### config.mk
export PLATFORM = sky130hd
export DESIGN_NAME = zmask_top
export DESIGN_NICKNAME = d
export VERILOG_FILES = /design/src/rtl/zmask_pkg.sv /design/src/rtl/zmask_cfg.sv /design/src/rtl/zmask_ctr.sv /design/src/rtl/zmask_top.sv
export SDC_FILE = /design/constraint.sdc
export NUM_CORES = 1
export LEC_CHECK = 0
export BUFFER_PORTS_ARGS = -buffer_cell sky130_fd_sc_hd__buf_2
export CAP_MARGIN = 25
export CORE_MARGIN = 5
export CORE_UTILIZATION = 54
export DETAILED_ROUTE_END_ITERATION = 6
export PLACE_DENSITY_LB_ADDON = 0.2
export REMOVE_ABC_BUFFERS = 1
export SETUP_SLACK_MARGIN = 0.5
export SLEW_MARGIN = 20
export SYNTH_ARGS = -nofsm -noshare
export SYNTH_HDL_FRONTEND = slang
export SYNTH_SLANG_ARGS = --single-unit
### constraint.sdc
create_clock -name clk -period 2.2 [get_ports clk]
set_clock_uncertainty 0.2 [all_clocks]
set_input_delay 0.11 -clock clk [delete_from_list [all_inputs] [get_ports clk]]
set_output_delay 0.11 -clock clk [all_outputs]
set_load 0.05 [all_outputs]
### src/rtl/zmask_pkg.sv
package zmask_pkg;

    // Counter action chosen each cycle; the reload path in the config
    // block listens for ACT_RELOAD.
    typedef enum logic [1:0] {
        ACT_HOLD   = 2'd0,
        ACT_DEC    = 2'd1,
        ACT_RELOAD = 2'd2,
        ACT_WRLOAD = 2'd3
    } cnt_act_e;

endpackage

### src/rtl/zmask_cfg.sv
module zmask_cfg #(
    parameter int unsigned CNT_W = 4
) (
    input  logic             clk,
    input  logic             rst_n,
    input  logic             wr_en,
    input  logic             wr_mask_en,
    input  logic [CNT_W-1:0] wr_cnt,
    input  logic             reload_take,
    output logic             en_q,
    output logic [CNT_W-1:0] buf_q,
    output logic [CNT_W-1:0] wr_load
);

    typedef logic [CNT_W-1:0] cnt_t;

    typedef struct packed {
        logic en;
        cnt_t act;
        cnt_t bufv;
    } cfg_t;

    cfg_t st_d, st_q;

    always_comb begin
        st_d = st_q;
        if (wr_en) begin
            st_d.en   = wr_mask_en;
            st_d.bufv = wr_cnt;
            if (!st_q.en) begin
                st_d.act = wr_cnt;
            end
        end else if (reload_take) begin
            st_d.act = st_q.bufv;
        end
    end

    always_ff @(posedge clk) begin
        if (!rst_n) begin
            st_q <= '0;
        end else begin
            st_q <= st_d;
        end
    end

    assign en_q    = st_q.en;
    assign buf_q   = st_q.bufv;
    assign wr_load = st_q.en ? st_q.act : wr_cnt;

    AST_ACTIVE_LOCKED: assert property (@(posedge clk) disable iff (!rst_n)
        (wr_en && st_q.en) |=> (st_q.act == $past(st_q.act)));
    AST_ACTIVE_DIRECT: assert property (@(posedge clk) disable iff (!rst_n)
        (wr_en && !st_q.en) |=> (st_q.act == $past(wr_cnt)));
    AST_BUFFER_TAKES_WRITE: assert property (@(posedge clk) disable iff (!rst_n)
        wr_en |=> (st_q.bufv == $past(wr_cnt)));

endmodule

### src/rtl/zmask_ctr.sv
module zmask_ctr
    import zmask_pkg::*;
#(
    parameter int unsigned CNT_W = 4
) (
    input  logic             clk,
    input  logic             rst_n,
    input  logic             zero_evt,
    input  logic             wr_en,
    input  logic             en,
    input  logic [CNT_W-1:0] wr_load,
    input  logic [CNT_W-1:0] buf_val,
    output cnt_act_e         act,
    output logic             flag_set
);

    typedef logic [CNT_W-1:0] cnt_t;

    typedef struct packed {
        cnt_t cnt;
        logic flag;
    } ctr_t;

    ctr_t st_d, st_q;

    always_comb begin
        if (wr_en) begin
            act = ACT_WRLOAD;
        end else if (zero_evt && en) begin
            act = (st_q.cnt == '0) ? ACT_RELOAD : ACT_DEC;
        end else begin
            act = ACT_HOLD;
        end
    end

    always_comb begin
        st_d = st_q;
        st_d.flag = zero_evt && (!en || (st_q.cnt == '0));
        unique case (act)
            ACT_WRLOAD: st_d.cnt = wr_load;
            ACT_RELOAD: st_d.cnt = buf_val;
            ACT_DEC:    st_d.cnt = st_q.cnt - cnt_t'(1);
            default:    st_d.cnt = st_q.cnt;
        endcase
    end

    always_ff @(posedge clk) begin
        if (!rst_n) begin
            st_q <= '0;
        end else begin
            st_q <= st_d;
        end
    end

    assign flag_set = st_q.flag;

    AST_OFF_PASSES: assert property (@(posedge clk) disable iff (!rst_n)
        (zero_evt && !en) |=> flag_set);
    AST_MASK_DECREMENTS: assert property (@(posedge clk) disable iff (!rst_n)
        (zero_evt && en && st_q.cnt != '0 && !wr_en) |=>
        (!flag_set && st_q.cnt == cnt_t'($past(st_q.cnt) - cnt_t'(1))));
    AST_ZERO_RELOADS: assert property (@(posedge clk) disable iff (!rst_n)
        (zero_evt && en && st_q.cnt == '0 && !wr_en) |=>
        (flag_set && st_q.cnt == $past(buf_val)));
    AST_PULSE_NEEDS_EVENT: assert property (@(posedge clk) disable iff (!rst_n)
        !zero_evt |=> !flag_set);

endmodule

### src/rtl/zmask_top.sv
module zmask_top
    import zmask_pkg::*;
#(
    parameter int unsigned CNT_W = 4
) (
    input  logic             clk,
    input  logic             rst_n,
    input  logic             zero_evt,
    input  logic             mask_wr,
    input  logic             mask_wr_enable,
    input  logic [CNT_W-1:0] mask_wr_count,
    output logic             zero_flag_set
);

    logic             en_q;
    logic [CNT_W-1:0] buf_q;
    logic [CNT_W-1:0] wr_load;
    cnt_act_e         act;

    zmask_cfg #(.CNT_W(CNT_W)) i_cfg (
        .clk         (clk),
        .rst_n       (rst_n),
        .wr_en       (mask_wr),
        .wr_mask_en  (mask_wr_enable),
        .wr_cnt      (mask_wr_count),
        .reload_take (act == ACT_RELOAD),
        .en_q        (en_q),
        .buf_q       (buf_q),
        .wr_load     (wr_load)
    );

    zmask_ctr #(.CNT_W(CNT_W)) i_ctr (
        .clk      (clk),
        .rst_n    (rst_n),
        .zero_evt (zero_evt),
        .wr_en    (mask_wr),
        .en       (en_q),
        .wr_load  (wr_load),
        .buf_val  (buf_q),
        .act      (act),
        .flag_set (zero_flag_set)
    );

    AST_SAME_CYCLE_PRESTATE: assert property (@(posedge clk) disable iff (!rst_n)
        (mask_wr && zero_evt && !en_q) |=> zero_flag_set);

endmodule

Word-level counts from Yosys, hierarchy flattened
Cells that the tools add are included.

Flip-flop bits (word level): 14. Bits of input ports: 9. Output and inout port bits: 1. Word-level logic and storage cells: 23.

Add/subtract/negate cells: 1. Equal/unequal tests: 3. Multiplexer cells: 7. Reduce and logical (&&, ||, !) cells: 7.

Operators by type and width (count): $mux W4 (3); $pmux W4 S3 (1); $mux W2 (3); $eq A2 B2 Y1 const B (2); $logic_not A4 Y1 (1); $sub A4 B1 Y4 const B (1); $reduce_bool A3 Y1 (1); $eq A2 B1 Y1 const B (1); $logic_and A1 B1 Y1 (2); $reduce_bool A2 Y1 (1); $logic_not A1 Y1 (1); $logic_or A1 B1 Y1 (1).

Longest topological paths before layout
Gate-level depths: netlist of run 1.

Depth in word-level cells: 7. Depth in mapped cells: 9. Gate-level depth less buffers: 8.

Hierarchy
Synthesis of run 1 repeated with hierarchy kept, for this count alone.

Cells, all modules: 89. Area total of the unflattened synthesis: 849.6 um^2.

Modules (own cells, without submodules): zmask_cfg (times used 1, cells each 39, area an instance 434.2 um^2, sequential area each 180.2 um^2); zmask_ctr (times used 1, cells each 49, area an instance 401.6 um^2, sequential area each 100.1 um^2); zmask_top (times used 1, cells each 1, area an instance 13.8 um^2, sequential area each 0.0 um^2).

Worst setup path after synthesis of run 1
OpenSTA, ideal clock, no wires.

Path type: register to register. Start: register i_ctr.st_q[1] in the netlist's numbering. End: register i_ctr.st_q[1] in the netlist's numbering. Library setup time: 0.129 ns. Arrival time: 1.674 ns. Required time: 1.871 ns. Slack: 0.197 ns. Stages on the path, launching flop included: 9. Buffers on the path: 1. Period minus slack after synthesis: 2.003 ns. Cells stage by stage: dfxtp_1 inv_1 ha_1 and2_1 a31o_2 ha_1 buf_2 a221oi_1 a211oi_1.

Cells in the longest elaborated chain, start to end: 6. Elaborated cells on any way between the ends: 10. Those cells by class: 1 x add/sub; 3 x eq/ne; 4 x mux; 2 x reduce/logical.

Ends and longest elaborated chain: start, declared (RTL line zmask_ctr.sv:24) `ctr_t st_d, st_q;`; start signal, assigned (RTL line zmask_ctr.sv:51) `st_q <= st_d;`; $logic_not A4 Y1 (RTL line zmask_ctr.sv:30) `act = (st_q.cnt == '0) ? ACT_RELOAD : ACT_DEC;`; $mux W2 (RTL line zmask_ctr.sv:30); $mux W2 (RTL line zmask_ctr.sv:29) `end else if (zero_evt && en) begin`; $mux W2 (RTL line zmask_ctr.sv:27) `if (wr_en) begin`; $eq A2 B1 Y1 / $eq A2 B2 Y1 (equally long branches) (RTL line zmask_ctr.sv:39) `unique case (act)`; $pmux W4 S3 / $reduce_bool A3 Y1 (equally long branches).

Several ways; a longest one is shown, not always the timed one. A chain may end at the register's enable or synchronous reset.

Worst setup path in the final report of run 1
Ends and elaborated chain as after synthesis.

==> results.py, run 1 <==
metrics = {
    "place": {
        "routabilityCongestion": 0.787,
        "port_buffers": 9,
        "place_hpwl_mm": 1.15,
        "placed_cell_area_sq_um": 813,
        "dpl_worst_slack_ns": 0.0583,
    },
    "worst_setup_path": {
        "critPathLaunchType": "register",
        "arrival_ns": 1.87,
        "worstPathRequired_ns": 2.16,
        "critPathMaxFanout": 7,
        "endpoint_kind": "register",
        "worst-setup-path-type": "reg2reg",
    },
    "sta": {
        "fmax_mhz": 524,
        "finalSetupViolations": 0,
        "rsz0062_at_grt": "true",
        "slew_headroom_pct": 66.1,
        "setup_tns_ns": 0,
        "worst_pin_slew_ns": 0.508,
        "hold_viol": 0,
        "fin_crit_ns": 1.91,
        "setup_ws_ns": 0.291,
        "period_share_pct": 86.8,
        "maxSlewViolCount": 0,
    },
    "cells_and_area": {
        "n_fill_cell": 51,
        "final_nets": 124,
        "antenna_cells": 0,
        "syn_to_final_growth_pct": 54.2,
        "drive_gt1_share_pct": 51.4,
        "fin_area_sq_mm": 0.00118,
    },
    "yosys": {
        "synth-seq-area-share_pct": 36.5,
        "ys_types": 23,
        "synthesis.area_sq_um": 768,
        "synth_edf_count": 0,
        "synth-seq-cells": 14,
        "ys_async_sr_fraction_pct": 0,
        "syn_inst": 82,
        "ys_warn_count": 0,
        "yosys.area.top_type": "dfxtp_1",
        "synth_most_common_cell": "dfxtp_1",
        "synth_common_cells": "14 x dfxtp_1, 11 x a211oi_1, 9 x mux2i_1, 7 x nor2_1",
        "syn_area_per_cell_sq_um": 9.37,
        "synth_area_leaders": "dfxtp_1 36%, mux2i_1 12%, a211oi_1 11%",
        "synthFlopType": "dfxtp_1",
        "synth_top_area_share_pct": 36.5,
    },
    "global_routing": {
        "track_usage_pct": 21.8,
        "grt_max_degree": 18,
        "grt_pass1_wl_mm": 3.37,
        "antenna_found_initial": 0,
        "grt_pass1_vias": 725,
        "overflow": 0,
    },
    "clocking": {
        "cts_buffer_depth": 2,
        "cts_root_buf": "clkbuf_4",
        "cts_buffers": 3,
        "worstSkewPairLatency_ns": 0.29,
        "tritoncts": "built",
        "htreeDepth": 1,
        "clock_sinks": 14,
        "clk_pin_slew_ns": 0.09,
    },
    "floorplan": {
        "core_area_sq_mm": 0.00132,
        "die_x_um": 47.7,
        "rows": 13,
        "start_util_pct": 58.3,
        "die-area_sq_mm": 0.00228,
        "ioPinCount": 10,
        "fp.dieH_um": 47.7,
    },
    "detailed_routing": {
        "first_pass_iters": 4,
        "wl_per_cell_um": 18.0,
        "antenna_left": 0,
        "drcViolationCount": 0,
        "drt_iter0_markers": 12,
        "route.vias.total": 740,
        "avgViaCountPerCell": 5.97,
        "drt-total-wl_mm": 2.24,
    },
    "outcome": {
        "status": "finished clean",
    },
    "pwr": {
        "finalPower_uw": 746,
        "power.leakage_nw": 0.466,
        "vdd.ir_drop.worst_mv": 0.496,
        "cellPowerDensity_mw_per_mm2": 629,
    },
    "min_path": {
        "hold_path_class": "in2reg",
    },
    "job": {
        "drv_cap": 0,
    },
}
==> area by class of cell <==
| cell class | count | area (sq um) | share of cell area (%) |
|---|---|---|---|
| clock buffers | 4 | 36.3 | 3.06 |
| inverters | 6 | 22.5 | 1.90 |
| flip-flops and latches | 14 | 284 | 24.0 |
| multi-input cells | 58 | 618 | 52.2 |
| well taps | 15 | 18.8 | 1.58 |
| repair buffers | 27 | 205 | 17.3 |
==> worst max-delay path, cell delays in order, from the launching register on <==
cell and delay (ns):
dfxtp_2 0.35, inv_2 0.05, ha_4 0.15, and2_4 0.15, a31o_4 0.24, ha_4 0.19, buf_8 0.14, a221oi_4 0.26
a211oi_2 0.05
==> cell families (layout without fill, tap and decap cells) <==
kind of cell | Yosys count | after routing | synth area share [%]
DFF | 14 | 14 | 36.5
muxes | 9 | 9 | 11.7
adders and majority gates | 5 | 5 | 8.14
buffers and inverters | 10 | 37 | 6.35
and+or+nand+nor | 16 | 16 | 10.1
AOI/OAI and AO/OA | 27 | 27 | 26.1
xor gates and xnor gates | 1 | 1 | 1.14
==> layer usage <==
metal	global-route usage (%)	share of wire, %
met1	24.7	42
met2	37.5	50
met3	3.38	4.8
met4	14.0	3.4
met5	0	0
==> cells in the final DEF (no fill, tap or decap), types with 3 or more instances in the layout <==
cell type / netlist / routed
dfxtp_2: 0 / 3
dfxtp_1: 14 / 11
mux2i_1: 9 / 9
clkbuf_4: 0 / 3
a211oi_2: 0 / 8
buf_2: 3 / 9
ha_4: 0 / 3
o21ai_0: 4 / 4
a211oi_1: 11 / 3
buf_4: 0 / 10
nor2_1: 7 / 5
dlygate4sd3_1: 0 / 7
inv_1: 5 / 3
==> state kept, by name (all words and copies together), names as in the netlist <==
name / count
i_cfg.buf_q: 4
i_cfg.st_q: 4
i_ctr.st_q: 4
i_cfg.en_q: 1
i_ctr.flag_set: 1
==> power by group <==
group          switching [mW]  total [mW]  internal, mW
Clock                  0.0915       0.192         0.101
Combinational           0.129       0.253         0.124
Sequential             0.0237       0.301         0.277
Total                   0.244       0.746         0.501
==> timing repair <==
action,in CTS,in global routing
gates resized for setup,28,14
hold endpoints to repair,9,0
setup endpoints to repair,8,8
hold buffers,7,0
cloned,0,0
buffers inserted,6,4
pin swaps,11,12
==> path summary, 6_finish.rpt <==
kind                            depth (start not counted)                         from                          end  slack [ns]
worst max-delay path                                    8   i_ctr.st_q[1]$_SDFFE_PN0P_   i_ctr.st_q[1]$_SDFFE_PN0P_        0.29
worst min-delay path                                    2                      mask_wr   i_cfg.st_q[5]$_SDFFE_PN0P_        0.15
worst max register to register                          8   i_ctr.st_q[1]$_SDFFE_PN0P_   i_ctr.st_q[1]$_SDFFE_PN0P_        0.29
worst min register to register                          2  i_cfg.buf_q[1]$_SDFFE_PN0P_  i_cfg.buf_q[1]$_SDFFE_PN0P_        0.36
==> metrics by stage <==
step	std cells	util, %	hold WS, ns
finish	124	89.9	0.151
global route	124	89.9	0.166
CTS	120	83.1	0.136
detailed placement	103	61.7	0.167
global placement	103	61.7	0.145
floorplan	78	-	0.00962
No activity file was read; power rests on OpenSTA's default activity.
==> run 2, diff against run 1 <==
Settings changed: CORE_MARGIN 5 to unset.
==> run 2 against run 1 <==
  * Hold slack worse by 0.017 ns
  * Count of clock-buffer cells in the layout unchanged
  * Fmax down 4.3%
  * Critical path type unchanged
==> results.py, run 2 (synthesis gave the netlist of run 1 again) <==
metrics = {
    "outcome": {
        "status": "finished clean",
    },
    "worst_setup_path": {
        "cpPeakStageDelay_ns": 0.36,
        "arrival_ns": 1.99,
        "r2r-end": "i_ctr.st_q[3]$_SDFFE_PN0P_",
        "reg2reg_slack_ns": 0.21,
        "worst_path_dominant_cell_family": "compound AO/OA/AOI/OAI gates",
        "critPathLaunchType": "register",
        "rr_startpoint": "i_ctr.st_q[2]$_SDFFE_PN0P_",
        "cpMostUsedCell": "ha_4",
        "worstPathRequired_ns": 2.20,
        "endpoint_kind": "register",
        "slowest_stage": "dfxtp_2",
        "critPathMaxFanout": 4,
        "crit_chain": "inv_2 > ha_4 > and2_4 > a31oi_2 > ha_4 > nand2b_4 > a221oi_2 > a211oi_1",
        "worst-setup-path-type": "reg2reg",
        "r2r_cells": 8,
        "path_buf_inv": 1,
    },
    "floorplan": {
        "fp.dieH_um": 39.7,
        "ioPinCount": 10,
        "die_x_um": 39.7,
        "core_area_sq_mm": 0.00132,
        "rows": 13,
        "die-area_sq_mm": 0.00158,
        "start_util_pct": 58.3,
    },
    "global_routing": {
        "grt_pass1_wl_mm": 3.04,
        "grt_max_degree": 18,
        "overflow": 0,
        "track_usage_pct": 30.0,
        "antenna_found_initial": 0,
        "grt_pass1_vias": 701,
    },
    "clocking": {
        "cts_buffer_depth": 2,
        "tritoncts": "built",
        "cts_buffers": 3,
        "clk_pin_slew_ns": 0.10,
        "worstSkewPairLatency_ns": 0.29,
        "htreeDepth": 1,
        "clock_sinks": 14,
        "cts_root_buf": "clkbuf_4",
    },
    "place": {
        "place_hpwl_mm": 1.15,
        "routabilityCongestion": 0.790,
        "port_buffers": 9,
        "place_inst": 103,
        "placed_cell_area_sq_um": 813,
    },
    "detailed_routing": {
        "route.vias.total": 782,
        "drt_iter0_markers": 30,
        "drt-total-wl_mm": 2.44,
        "antenna_left": 0,
        "wl_per_cell_um": 19.8,
        "first_pass_iters": 4,
        "avgViaCountPerCell": 6.36,
        "drcViolationCount": 0,
    },
    "min_path": {
        "hold_path.startpoint": "mask_wr",
        "worstHoldEndpoint": "i_cfg.st_q[7]$_SDFFE_PN0P_",
        "hold_path_class": "in2reg",
        "holdPathStages": 2,
    },
    "cells_and_area": {
        "antenna_cells": 0,
        "n_fill_cell": 61,
        "final_cells": 123,
        "fin_area_sq_mm": 0.00118,
        "syn_to_final_growth_pct": 53.9,
        "final_nets": 123,
        "final_cell_mix": "11 x dfxtp_1, 9 x mux2i_1, 9 x buf_2",
        "layout_commonest_cell": "dfxtp_1",
        "drive_gt1_share_pct": 50.0,
    },
    "pwr": {
        "finalPower_uw": 755,
        "vdd.ir_drop.worst_mv": 0.499,
        "cellPowerDensity_mw_per_mm2": 639,
        "power.leakage_nw": 0.468,
    },
    "sta": {
        "fmax_mhz": 501,
        "rsz0062_at_grt": "true",
        "finalSetupViolations": 0,
        "slew_headroom_pct": 70.2,
        "maxSlewViolCount": 0,
        "hold_viol": 0,
        "fin_crit_ns": 1.99,
        "timing.hold.ws_ns": 0.134,
        "period_share_pct": 90.6,
        "worst_pin_slew_ns": 0.446,
        "setup_tns_ns": 0,
    },
    "job": {
        "drv_cap": 0,
    },
}
==> run 2: cell types whose count changed in the layout (fill, tap and decap cells not counted), sizes merged <==
cell	change
buf	-1
==> run 2: power by group <==
part	internal (mW)	switching [mW]	total (mW)	leakage [nW]
clock	0.101	0.0986	0.199	0.0210
combinational	0.122	0.132	0.255	0.330
sequential	0.277	0.0238	0.301	0.117
total	0.500	0.255	0.755	0.468
==> run 2: layer usage <==
layer	wire [um]	track usage, %
met1	1060	33.8
met2	1210	52.5
met3	130	6.25
met4	37	14.7
met5	0	0
==> run 2: area by class of cell <==
cell class	count	area [sq um]	share of cell area, %
Tap cell	15	18.8	1.59
Multi-Input combinational cell	58	604	51.1
Inverter	6	25.0	2.12
Sequential cell	14	284	24.0
Clock buffer	4	36.3	3.07
Timing Repair Buffer	26	214	18.1
==> run 2: what timing repair did <==
item,CTS,global route
hold endpoints to repair,9,0
hold buffers,7,0
resized for setup,31,10
setup buffers,7,2
pin swaps,12,5
setup endpoints to repair,8,8
==> run 2: per-stage QoR <==
stage | worst slack (ns) | utilization, %
finish | 0.206 | 89.7
global route | 0.151 | 89.7
CTS | 0.338 | 85.2
detailed placement | 0.0526 | 61.7
global placement | 0.124 | 61.7
floorplan | 0.244 | -
==> run 2: how the worst max path moves through the flow <==
stage	depth (start not counted)	end	slack [ns]	from
2_1_floorplan	7	i_ctr.st_q[1]$_SDFFE_PN0P_	0.24	i_ctr.st_q[1]$_SDFFE_PN0P_
3_3_place_gp	7	i_ctr.st_q[2]$_SDFFE_PN0P_	0.12	i_ctr.st_q[1]$_SDFFE_PN0P_
3_5_place_dp	7	i_ctr.st_q[2]$_SDFFE_PN0P_	0.05	i_ctr.st_q[1]$_SDFFE_PN0P_
4_1_cts	8	i_ctr.st_q[3]$_SDFFE_PN0P_	0.34	i_ctr.st_q[1]$_SDFFE_PN0P_
5_1_grt	8	i_ctr.st_q[3]$_SDFFE_PN0P_	0.15	i_ctr.st_q[1]$_SDFFE_PN0P_
6_report	8	i_ctr.st_q[3]$_SDFFE_PN0P_	0.21	i_ctr.st_q[2]$_SDFFE_PN0P_
